`src/rtl/quad_seq_pkg.sv`:
```
package quad_seq_pkg;

    localparam int SEL_W = 2;
    localparam int ST_W  = 2;

    typedef enum logic [ST_W-1:0] {
        ST_A = 2'b00,
        ST_B = 2'b01,
        ST_C = 2'b10,
        ST_D = 2'b11
    } qs_state_e;

endpackage

```
`src/rtl/quad_seq_next.sv`:
```
module quad_seq_next
    import quad_seq_pkg::*;
#(
    parameter bit USE_SOP = 1'b1
) (
    input  qs_state_e              cur,
    input  logic [SEL_W-1:0]       sel,
    output qs_state_e              nxt
);

    generate
        if (USE_SOP) begin : g_sop
            logic q1, q0, i1, i0;
            logic d1, d0;

            assign q1 = cur[1];
            assign q0 = cur[0];
            assign i1 = sel[1];
            assign i0 = sel[0];

            // flip-flop 1 data input, one product term per group of minterms
            assign d1 = (~q1 & ~q0 &  i1)
                      | (~q1 &  q0 &  i0)
                      | ( q1 & ~q0 & ~i1 &  i0)
                      | ( q1 & ~q0 &  i1 & ~i0)
                      | ( q1 &  q0 &  i1 &  i0);

            // flip-flop 0 data input
            assign d0 = (~q1 & ~q0 &  i0)
                      | (~q1 &  q0 &  i1)
                      | (~q1 &  q0 &  i0)
                      | ( q1 & ~q0 & ~i1)
                      | ( q1 &  q0 & ~i1 & ~i0)
                      | ( q1 &  q0 &  i1 &  i0);

            assign nxt = qs_state_e'({d1, d0});
        end else begin : g_case
            always_comb begin
                nxt = ST_A;
                unique case (cur)
                    ST_A: nxt = qs_state_e'(sel);
                    ST_B: begin
                        unique case (sel)
                            2'b00:   nxt = ST_A;
                            2'b10:   nxt = ST_B;
                            default: nxt = ST_D;
                        endcase
                    end
                    ST_C: begin
                        unique case (sel)
                            2'b00:   nxt = ST_B;
                            2'b01:   nxt = ST_D;
                            2'b10:   nxt = ST_C;
                            default: nxt = ST_A;
                        endcase
                    end
                    ST_D: begin
                        unique case (sel)
                            2'b00:   nxt = ST_B;
                            2'b11:   nxt = ST_D;
                            default: nxt = ST_A;
                        endcase
                    end
                    default: nxt = ST_A;
                endcase
            end
        end
    endgenerate

endmodule

```
`src/rtl/quad_seq_reg.sv`:
```
module quad_seq_reg
    import quad_seq_pkg::*;
(
    input  logic      clk,
    input  logic      rst,
    input  qs_state_e d,
    output qs_state_e q
);

    always_ff @(posedge clk) begin
        if (rst) begin
            q <= ST_A;
        end else begin
            q <= d;
        end
    end

endmodule

```
`src/rtl/quad_seq_out.sv`:
```
module quad_seq_out
    import quad_seq_pkg::*;
(
    input  qs_state_e cur,
    output logic      flag
);

    always_comb begin
        flag = 1'b0;
        unique case (cur)
            ST_A:    flag = 1'b1;
            ST_B:    flag = 1'b0;
            ST_C:    flag = 1'b1;
            ST_D:    flag = 1'b0;
            default: flag = 1'b0;
        endcase
    end

endmodule

```
`src/rtl/quad_seq.sv`:
```
module quad_seq
    import quad_seq_pkg::*;
#(
    parameter bit USE_SOP = 1'b1
) (
    input  logic             clk,
    input  logic             rst,
    input  logic [SEL_W-1:0] sel,
    output logic             flag_o,
    output logic [ST_W-1:0]  state_o
);

    qs_state_e cur_st;
    qs_state_e nxt_st;

    quad_seq_next #(.USE_SOP(USE_SOP)) u_next (
        .cur (cur_st),
        .sel (sel),
        .nxt (nxt_st)
    );

    quad_seq_reg u_reg (
        .clk (clk),
        .rst (rst),
        .d   (nxt_st),
        .q   (cur_st)
    );

    quad_seq_out u_out (
        .cur  (cur_st),
        .flag (flag_o)
    );

    assign state_o = cur_st;

endmodule

```
`config.mk`:
```
export PLATFORM = sky130hd
export DESIGN_NAME = quad_seq
export DESIGN_NICKNAME = d
export VERILOG_FILES = /design/src/rtl/quad_seq_pkg.sv /design/src/rtl/quad_seq_next.sv /design/src/rtl/quad_seq_reg.sv /design/src/rtl/quad_seq_out.sv /design/src/rtl/quad_seq.sv
export SDC_FILE = /design/constraint.sdc
export NUM_CORES = 1
export LEC_CHECK = 0
export ABC_AREA = 1
export BUFFER_PORTS_ARGS = -buffer_cell sky130_fd_sc_hd__buf_2
export CAP_MARGIN = 20
export CORE_AREA = 2 2 39 41
export DETAILED_ROUTE_END_ITERATION = 7
export DIE_AREA = 0 0 41 43
export GPL_ROUTABILITY_DRIVEN = 0
export HOLD_SLACK_MARGIN = 0.08
export PLACE_DENSITY = 0.36
export SETUP_SLACK_MARGIN = 0.4
export SKIP_LAST_GASP = 1
export SYNTH_ARGS = -nofsm -noshare
export SYNTH_HDL_FRONTEND = slang
export SYNTH_HIERARCHICAL = 1
export SYNTH_SLANG_ARGS = --single-unit
```
`constraint.sdc`:
```
create_clock -name clk -period 2.2 [get_ports clk]
set_input_delay 0.22 -clock clk [delete_from_list [all_inputs] [get_ports clk]]
set_output_delay 0.22 -clock clk [all_outputs]
set_load 0.02 [all_outputs]
```
==> results of run 1 <==
-- path summary, 6_finish.rpt --
kind,slack (ns),endpoint,start,cells past startpoint
worst min register to register,0.62,u_reg/q[1],u_reg/q[0],4
worst max register to register,1.34,u_reg/q[0],u_reg/q[0],5
worst min-delay path,0.17,u_reg/q[1],rst,2
worst max-delay path,1.14,flag_o,u_reg/q[0],2
-- placed cells by master, fill, tap and decap left out, drive strengths merged --
cell type  count
dfxtp          2
nand3          4
nand2         10
nor2           2
buf            6
clkbuf         3
inv            7
-- kinds of logic (layout without fill, tap and decap cells) --
group	Yosys count	after routing	synth area share, %
AND/OR/NAND/NOR	16	16	44.45
buffers and inverters	9	16	28.21
flip-flops	2	2	27.35
-- power groups by stage --
stage,clock network (mW),registers (mW),logic [mW]
6_report,0.0808,0.0451,0.0307
5_1_grt,0.0877,0.0458,0.0355
4_1_cts,0.0881,0.0453,0.0317
3_5_place_dp,0,0.0458,0.0312
3_3_place_gp,0,0.0457,0.0321
2_1_floorplan,0,0.0488,0.0224
-- through the flow --
stage / total power, mW / utilization [%] / hold WS, ns / cell area, um^2 / instances
2_1_floorplan: 0.07124 / - / 0.2912 / 146.4 / 27
3_3_place_gp: 0.07775 / 13.11 / 0.4026 / 181.4 / 47
3_5_place_dp: 0.07702 / 13.11 / 0.3974 / 181.4 / 47
4_1_cts: 0.1651 / 14.74 / 0.1608 / 203.9 / 50
5_1_grt: 0.1690 / 14.74 / 0.1682 / 203.9 / 50
6_report: 0.1565 / 14.74 / 0.1704 / 203.9 / 50
-- worst max-delay path, cell delays in order (launching register included) --
cell and delay [ns]:
dfxtp_1 0.41, inv_1 0.05, buf_2 0.15
-- per-layer routing --
layer,wire length [um],vias to the layer above,share of wire (%),track usage [%]
li1,-,90,-,-
met1,145,66,44,4.153
met2,149,6,45,5.938
met3,39,0,12,1.571
met4,0,0,0,8.000
met5,0,-,0,0
-- layout make-up --
class | instances | area (um^2) | area share [%]
Timing Repair Buffer | 6 | 30.03 | 14.72
Tap cell | 16 | 20.02 | 9.816
Clock buffer | 3 | 22.52 | 11.04
Inverter | 7 | 26.28 | 12.88
Multi-Input combinational cell | 16 | 65.06 | 31.90
Sequential cell | 2 | 40.04 | 19.63
==> impl_metrics.toml, run 1 <==
[run_status]
run_status = "complete, no violations"

[timing]
totalNegativeSetupSlack_ns = 0
maximum_operating_frequency_ghz = 0.9422
timing_worst_slew_pin_value_ns = 0.2021
min_period_over_period_pct = 48.25
timing.max_slew.rel_slack_pct = 86.51
finalHoldViolCount = 0
rsz_0062_raised_after_global_routing = "false"
fin_skew_ns = 0.0004223
setup-violations-final = 0
final_period_minus_worst_setup_slack_ns = 1.061
timing_max_transition_violations_final = 0
fin_ws_ns = 1.139

[layout]
post_route_cells_drive_above_1_share_pct = 26.47
final_nets = 40
antenna_cell_count = 0
largest_reg_flops = 2
registers_with_the_most_flip_flops = "u_reg/q: 2 flops"
area_growth_syn_to_layout_pct = 39.32
fillCellCount = 161
largest_register = "u_reg/q"

[place]
detailedPlacementHpwl_um = 245.7
dpl_worst_slack_ns = 1.337
numPortBuffers = 6

[clock_network]
clock_tree.root_cell = "clkbuf_4"
cts_inserted_buffers = 3
clkSlewWorstSetupHoldPaths_ns = 0.03
ctsLongestPathBuffers = 2
tritoncts_num_sinks = 2
tritoncts = "yes"
post-cts-setup-buffer-count = 0
cts-hold-fix-buffers = 0
worst_skew_pair_latency_ns = 0.22
cts_resized = 0
clock_tree.htree_level_count = 1

[die]
floorplan.initialDensity_pct = 10.58
coreArea_um2 = 1384
placement_rows = 14
floorplan.die_area_um2 = 1763
ios = 7
die_h_um = 43
die-width_um = 41

[global_route]
grt_remaining_overflow = 0
antenna_found_initial = 0
wire_length_of_the_first_global_routing_pass_um = 483
first_global_vias = 145
track_usage_pct = 4.709
maximum_number_of_pins_on_one_net_before_global_route_repair = 7

[route]
initial_drc_count = 3
ant_nets = 0
routed_wl_um = 333
via_count = 162
routed_wire_length_per_instance_um = 6.660
detailed_router_iteration_count_before_antenna_repair = 4
vias_per_cell = 3.240
drc_errors = 0

[logic_synthesis]
post_synthesis_net_count = 31
synth-async-reset-ratio_pct = 0
synthMostInstantiatedCell = "nand2_1"
synth_top_cell_by_area = "dfxtp_1"
post_synth_instance_area_um2 = 146.4
synth_largest_type_area_fraction_pct = 27.35
post_synth_num_cell_types = 6
post_synth_inst_count = 27
dominantRegCellSynth = "dfxtp_1"
synth-edff-count = 0
synthesis.yosys.warnings = 6
yosysSeqAreaShare_pct = 27.35
netlist_top_cells_area = "dfxtp_1 27%, nand2_1 26%, inv_1 18%"
most_frequent_cells_after_synthesis = "10 x nand2_1, 7 x inv_1, 4 x nand3_1"
postSynthRegisterBits = 2
syn-mean-instance-area_um2 = 5.422

[setup_path]
setup.worst_path.end_class = "primary output"
worst_setup_path_start_kind = "register"
cp_data_arrival_time_ns = 0.84
timing.critical_path.fanout_max = 6
cp_data_required_time_ns = 1.98
path_class = "reg2out"

[power_and_ir_drop]
share_clk_of_total_power_pct = 51.6
total_switching_power_mw = 0.04441
cell_internal_pwr_mw = 0.1121
total_power_density_per_cell_area_nw_per_um2 = 767.6
power.share.combinational_pct = 19.6
p_leak_nw = 0.1222
vdd.ir_drop.worst_v = 0.0002256
power_switching_share_pct = 28.37
seq_power_share_pct = 28.8

[min_path]
worst_hold_path_type = "in2reg"

[flow_run]
drv_cap = 0
Power figures use the tool's default switching activity.
==> inputs of run 2 (changes only) <==
--- a/config.mk
+++ b/config.mk
@@ -5,7 +5,7 @@
 export SDC_FILE = /design/constraint.sdc
 export NUM_CORES = 1
 export LEC_CHECK = 0
-export ABC_AREA = 1
+export ABC_AREA = 0
 export BUFFER_PORTS_ARGS = -buffer_cell sky130_fd_sc_hd__buf_2
 export CAP_MARGIN = 20
 export CORE_AREA = 2 2 39 41
@@ -13,7 +13,7 @@
 export DIE_AREA = 0 0 41 43
 export GPL_ROUTABILITY_DRIVEN = 0
 export HOLD_SLACK_MARGIN = 0.08
-export PLACE_DENSITY = 0.36
+export PLACE_DENSITY = 0.35
 export SETUP_SLACK_MARGIN = 0.4
 export SKIP_LAST_GASP = 1
 export SYNTH_ARGS = -nofsm -noshare
==> constraint.sdc (replaced) <==
create_clock -name clk -period 1 [get_ports clk]
set_input_delay 0.1 -clock clk [delete_from_list [all_inputs] [get_ports clk]]
set_output_delay 0.1 -clock clk [all_outputs]
set_load 0.02 [all_outputs]
==> run 2 against run 1 <==
  * Die area is the same
  * Clock power grew 120%
  * First-iteration DRC count is 67% higher
  * Cell area is 17% higher
  * Critical endpoint is now u_reg/q[1]
  * Count of clock-buffer cells in the layout is the same
  * Synthesized cell count is 33% lower
  * Area after synthesis decreased by 5.1%
==> impl_metrics.toml, run 2 <==
[timing]
fin_skew_ns = 0.001332
rsz_0062_raised_after_global_routing = "true"
maximum_operating_frequency_ghz = 1.029
setup-violations-final = 0
min_period_over_period_pct = 97.18
timing.max_slew.rel_slack_pct = 86.77
final_period_minus_worst_setup_slack_ns = 0.9718
finalHoldViolCount = 0
timing_max_transition_violations_final = 0
timing_worst_slew_pin_value_ns = 0.1964
hold_slack_ns = 0.03838

[min_path]
hp-start = "rst"
worst_hold_path_type = "in2reg"

[layout]
largest_reg_flops = 2
post_layout_nonfiller_instances = 42
layout_common_cells = "3 x clkbuf_4, 3 x buf_2, 3 x buf_6"
registers_with_the_most_flip_flops = "u_reg/q: 2 flops"
final_nets = 32
antenna_cell_count = 0
post_route_cells_drive_above_1_share_pct = 61.54
fillCellCount = 158
area_growth_syn_to_layout_pct = 71.17
largest_register = "u_reg/q"

[place]
placedCellCount = 38
numPortBuffers = 6

[die]
die-width_um = 41
floorplan.initialDensity_pct = 10.04
floorplan.die_area_um2 = 1763
placement_rows = 14
die_h_um = 43
coreArea_um2 = 1384
ios = 7

[global_route]
antenna_found_initial = 0
wire_length_of_the_first_global_routing_pass_um = 517
track_usage_pct = 5.105
maximum_number_of_pins_on_one_net_before_global_route_repair = 7
first_global_vias = 140
grt_remaining_overflow = 0

[logic_synthesis]
yosysSeqAreaShare_pct = 28.83
syn-mean-instance-area_um2 = 7.716
post_synth_num_cell_types = 13
postSynthRegisterBits = 2
most_frequent_cells_after_synthesis = "2 x a21oi_1, 2 x buf_4, 2 x dfxtp_1, 2 x inv_1, 2 x nor2b_1"
synth-edff-count = 0
xor_and_xnor_fraction_of_the_mapped_netlist_area_pct = 0
synth_largest_type_area_fraction_pct = 28.83
post_synthesis_net_count = 22
synth_top_family_by_area = "compound AO/OA/AOI/OAI gates"
post_synth_instance_area_um2 = 138.9
dominantRegCellSynth = "dfxtp_1"
synth_mux_area_share_pct = 7.207
synth-async-reset-ratio_pct = 0
synth_top_cell_by_area = "dfxtp_1"
post_synth_inst_count = 18
synth_fa_ha_area_share_pct = 0
post_synth_and_or_nand_nor_area_fraction_pct = 22.52
synthesis.yosys.warnings = 6
synth-compound-area-share_pct = 25.23
netlist_top_cells_area = "dfxtp_1 29%, buf_4 11%, a211oi_2 9.0%"

[clock_network]
clock_tree.htree_level_count = 1
clock_tree.root_cell = "clkbuf_4"
tritoncts_num_sinks = 2
ctsLongestPathBuffers = 2
cts_inserted_buffers = 3
clkSlewWorstSetupHoldPaths_ns = 0.03
tritoncts = "yes"
worst_skew_pair_latency_ns = 0.22

[setup_path]
crit_start = "u_reg/q[1]"
crit_path_cell_trace = "or2_1 -> a21oi_2 -> a211oi_2 -> nor2b_1"
path_class = "reg2reg"
critical_path.reg2reg.startpoint = "u_reg/q[1]"
cp_data_arrival_time_ns = 1.08
timing.critical_path.fanout_max = 4
crit_path_top_delay_cell = "dfxtp_4"
cp_data_required_time_ns = 1.11
worst_setup_path_start_kind = "register"
worst_path_largest_cell_delay_ns = 0.34
setup.worst_path.end_class = "register"

[power_and_ir_drop]
total_power_density_per_cell_area_nw_per_um2 = 1569
p_leak_nw = 0.09610
vdd.ir_drop.worst_v = 0.0003232

[route]
detailed_router_iteration_count_before_antenna_repair = 4
routed_wl_um = 334
routed_wire_length_per_instance_um = 7.952
via_count = 151
vias_per_cell = 3.595
drc_errors = 0
initial_drc_count = 5
ant_nets = 0

[run_status]
run_status = "complete, no violations"

[flow_run]
drv_cap = 0
## run 2: cell types whose count changed after synthesis, sizes merged
cell    change
a211oi      +1
nand2       -9
nor2        -1
nand3       -3
inv         -5
or2         +1
nor2b       +2
o211ai      +1
a21oi       +2
mux2i       +1
o21ai       +1
## run 2: power by group
part | switching, mW | internal (mW)
logic | 0.0438 | 0.0488
registers | 0.0123 | 0.0883
clock network | 0.0471 | 0.133
total | 0.103 | 0.270
## run 2: worst paths after layout
kind / to / slack, ns / cells after the start
max: u_reg/q[1] / 0.03 / 4
min: u_reg/q[0] / 0.04 / 2
max reg2reg: u_reg/q[1] / 0.03 / 4
min reg2reg: u_reg/q[1] / 0.62 / 2
## run 2: cell type report
cell class / instances / area, um^2 / share of cell area, %
Multi-Input combinational cell: 12 / 83.83 / 35.26
Inverter: 2 / 7.507 / 3.158
Clock buffer: 3 / 22.52 / 9.474
Sequential cell: 2 / 47.55 / 20.00
Tap cell: 16 / 20.02 / 8.421
Timing Repair Buffer: 7 / 56.30 / 23.68
## run 2: cell families after synthesis
family | Yosys count
AOI/OAI and AO/OA | 5
DFF | 2
and+or+nand+nor | 6
buffers and inverters | 4
muxes | 1
## run 2: per-layer routing
layer  part of all wire, %  vias up  global-route usage (%)  routed length, um
met5                     0        -                       0                  0
met4                     0        0                   8.000                  0
met3                   9.0        0                   3.141                 30
met2                    42        7                   5.625                140
met1                    49       68                   4.777                163
li1                      -       76                       -                  -
## run 2: worst max-delay path: cells and delay by family, from the launching register on
family             cells  cell delay, ns
AOI/OAI and AO/OA      2            0.18
DFF                    1            0.34
and+or+nand+nor        2            0.34
## run 2: repair_timing
action | CTS | global route
pin swaps | 2 | 0
endpoints found under the hold margin | 2 | 2
setup buffers | 1 | 0
gates resized for setup | 6 | 0
gates cloned | 0 | 0
endpoints found under the setup margin | 5 | 5
## run 2: stage by stage
step	instance area, um^2	TNS (ns)	power [mW]	setup slack [ns]	util, %
6_report	237.7	0	0.3729	0.02822	17.18
5_1_grt	237.7	-0.007861	0.4053	-0.007861	17.18
4_1_cts	237.7	0	0.3887	0.02449	17.18
3_5_place_dp	188.9	0	0.1749	0.002980	13.65
3_3_place_gp	188.9	0	0.1726	0.01927	13.65
2_1_floorplan	153.9	-0.09861	0.1600	-0.09861	-
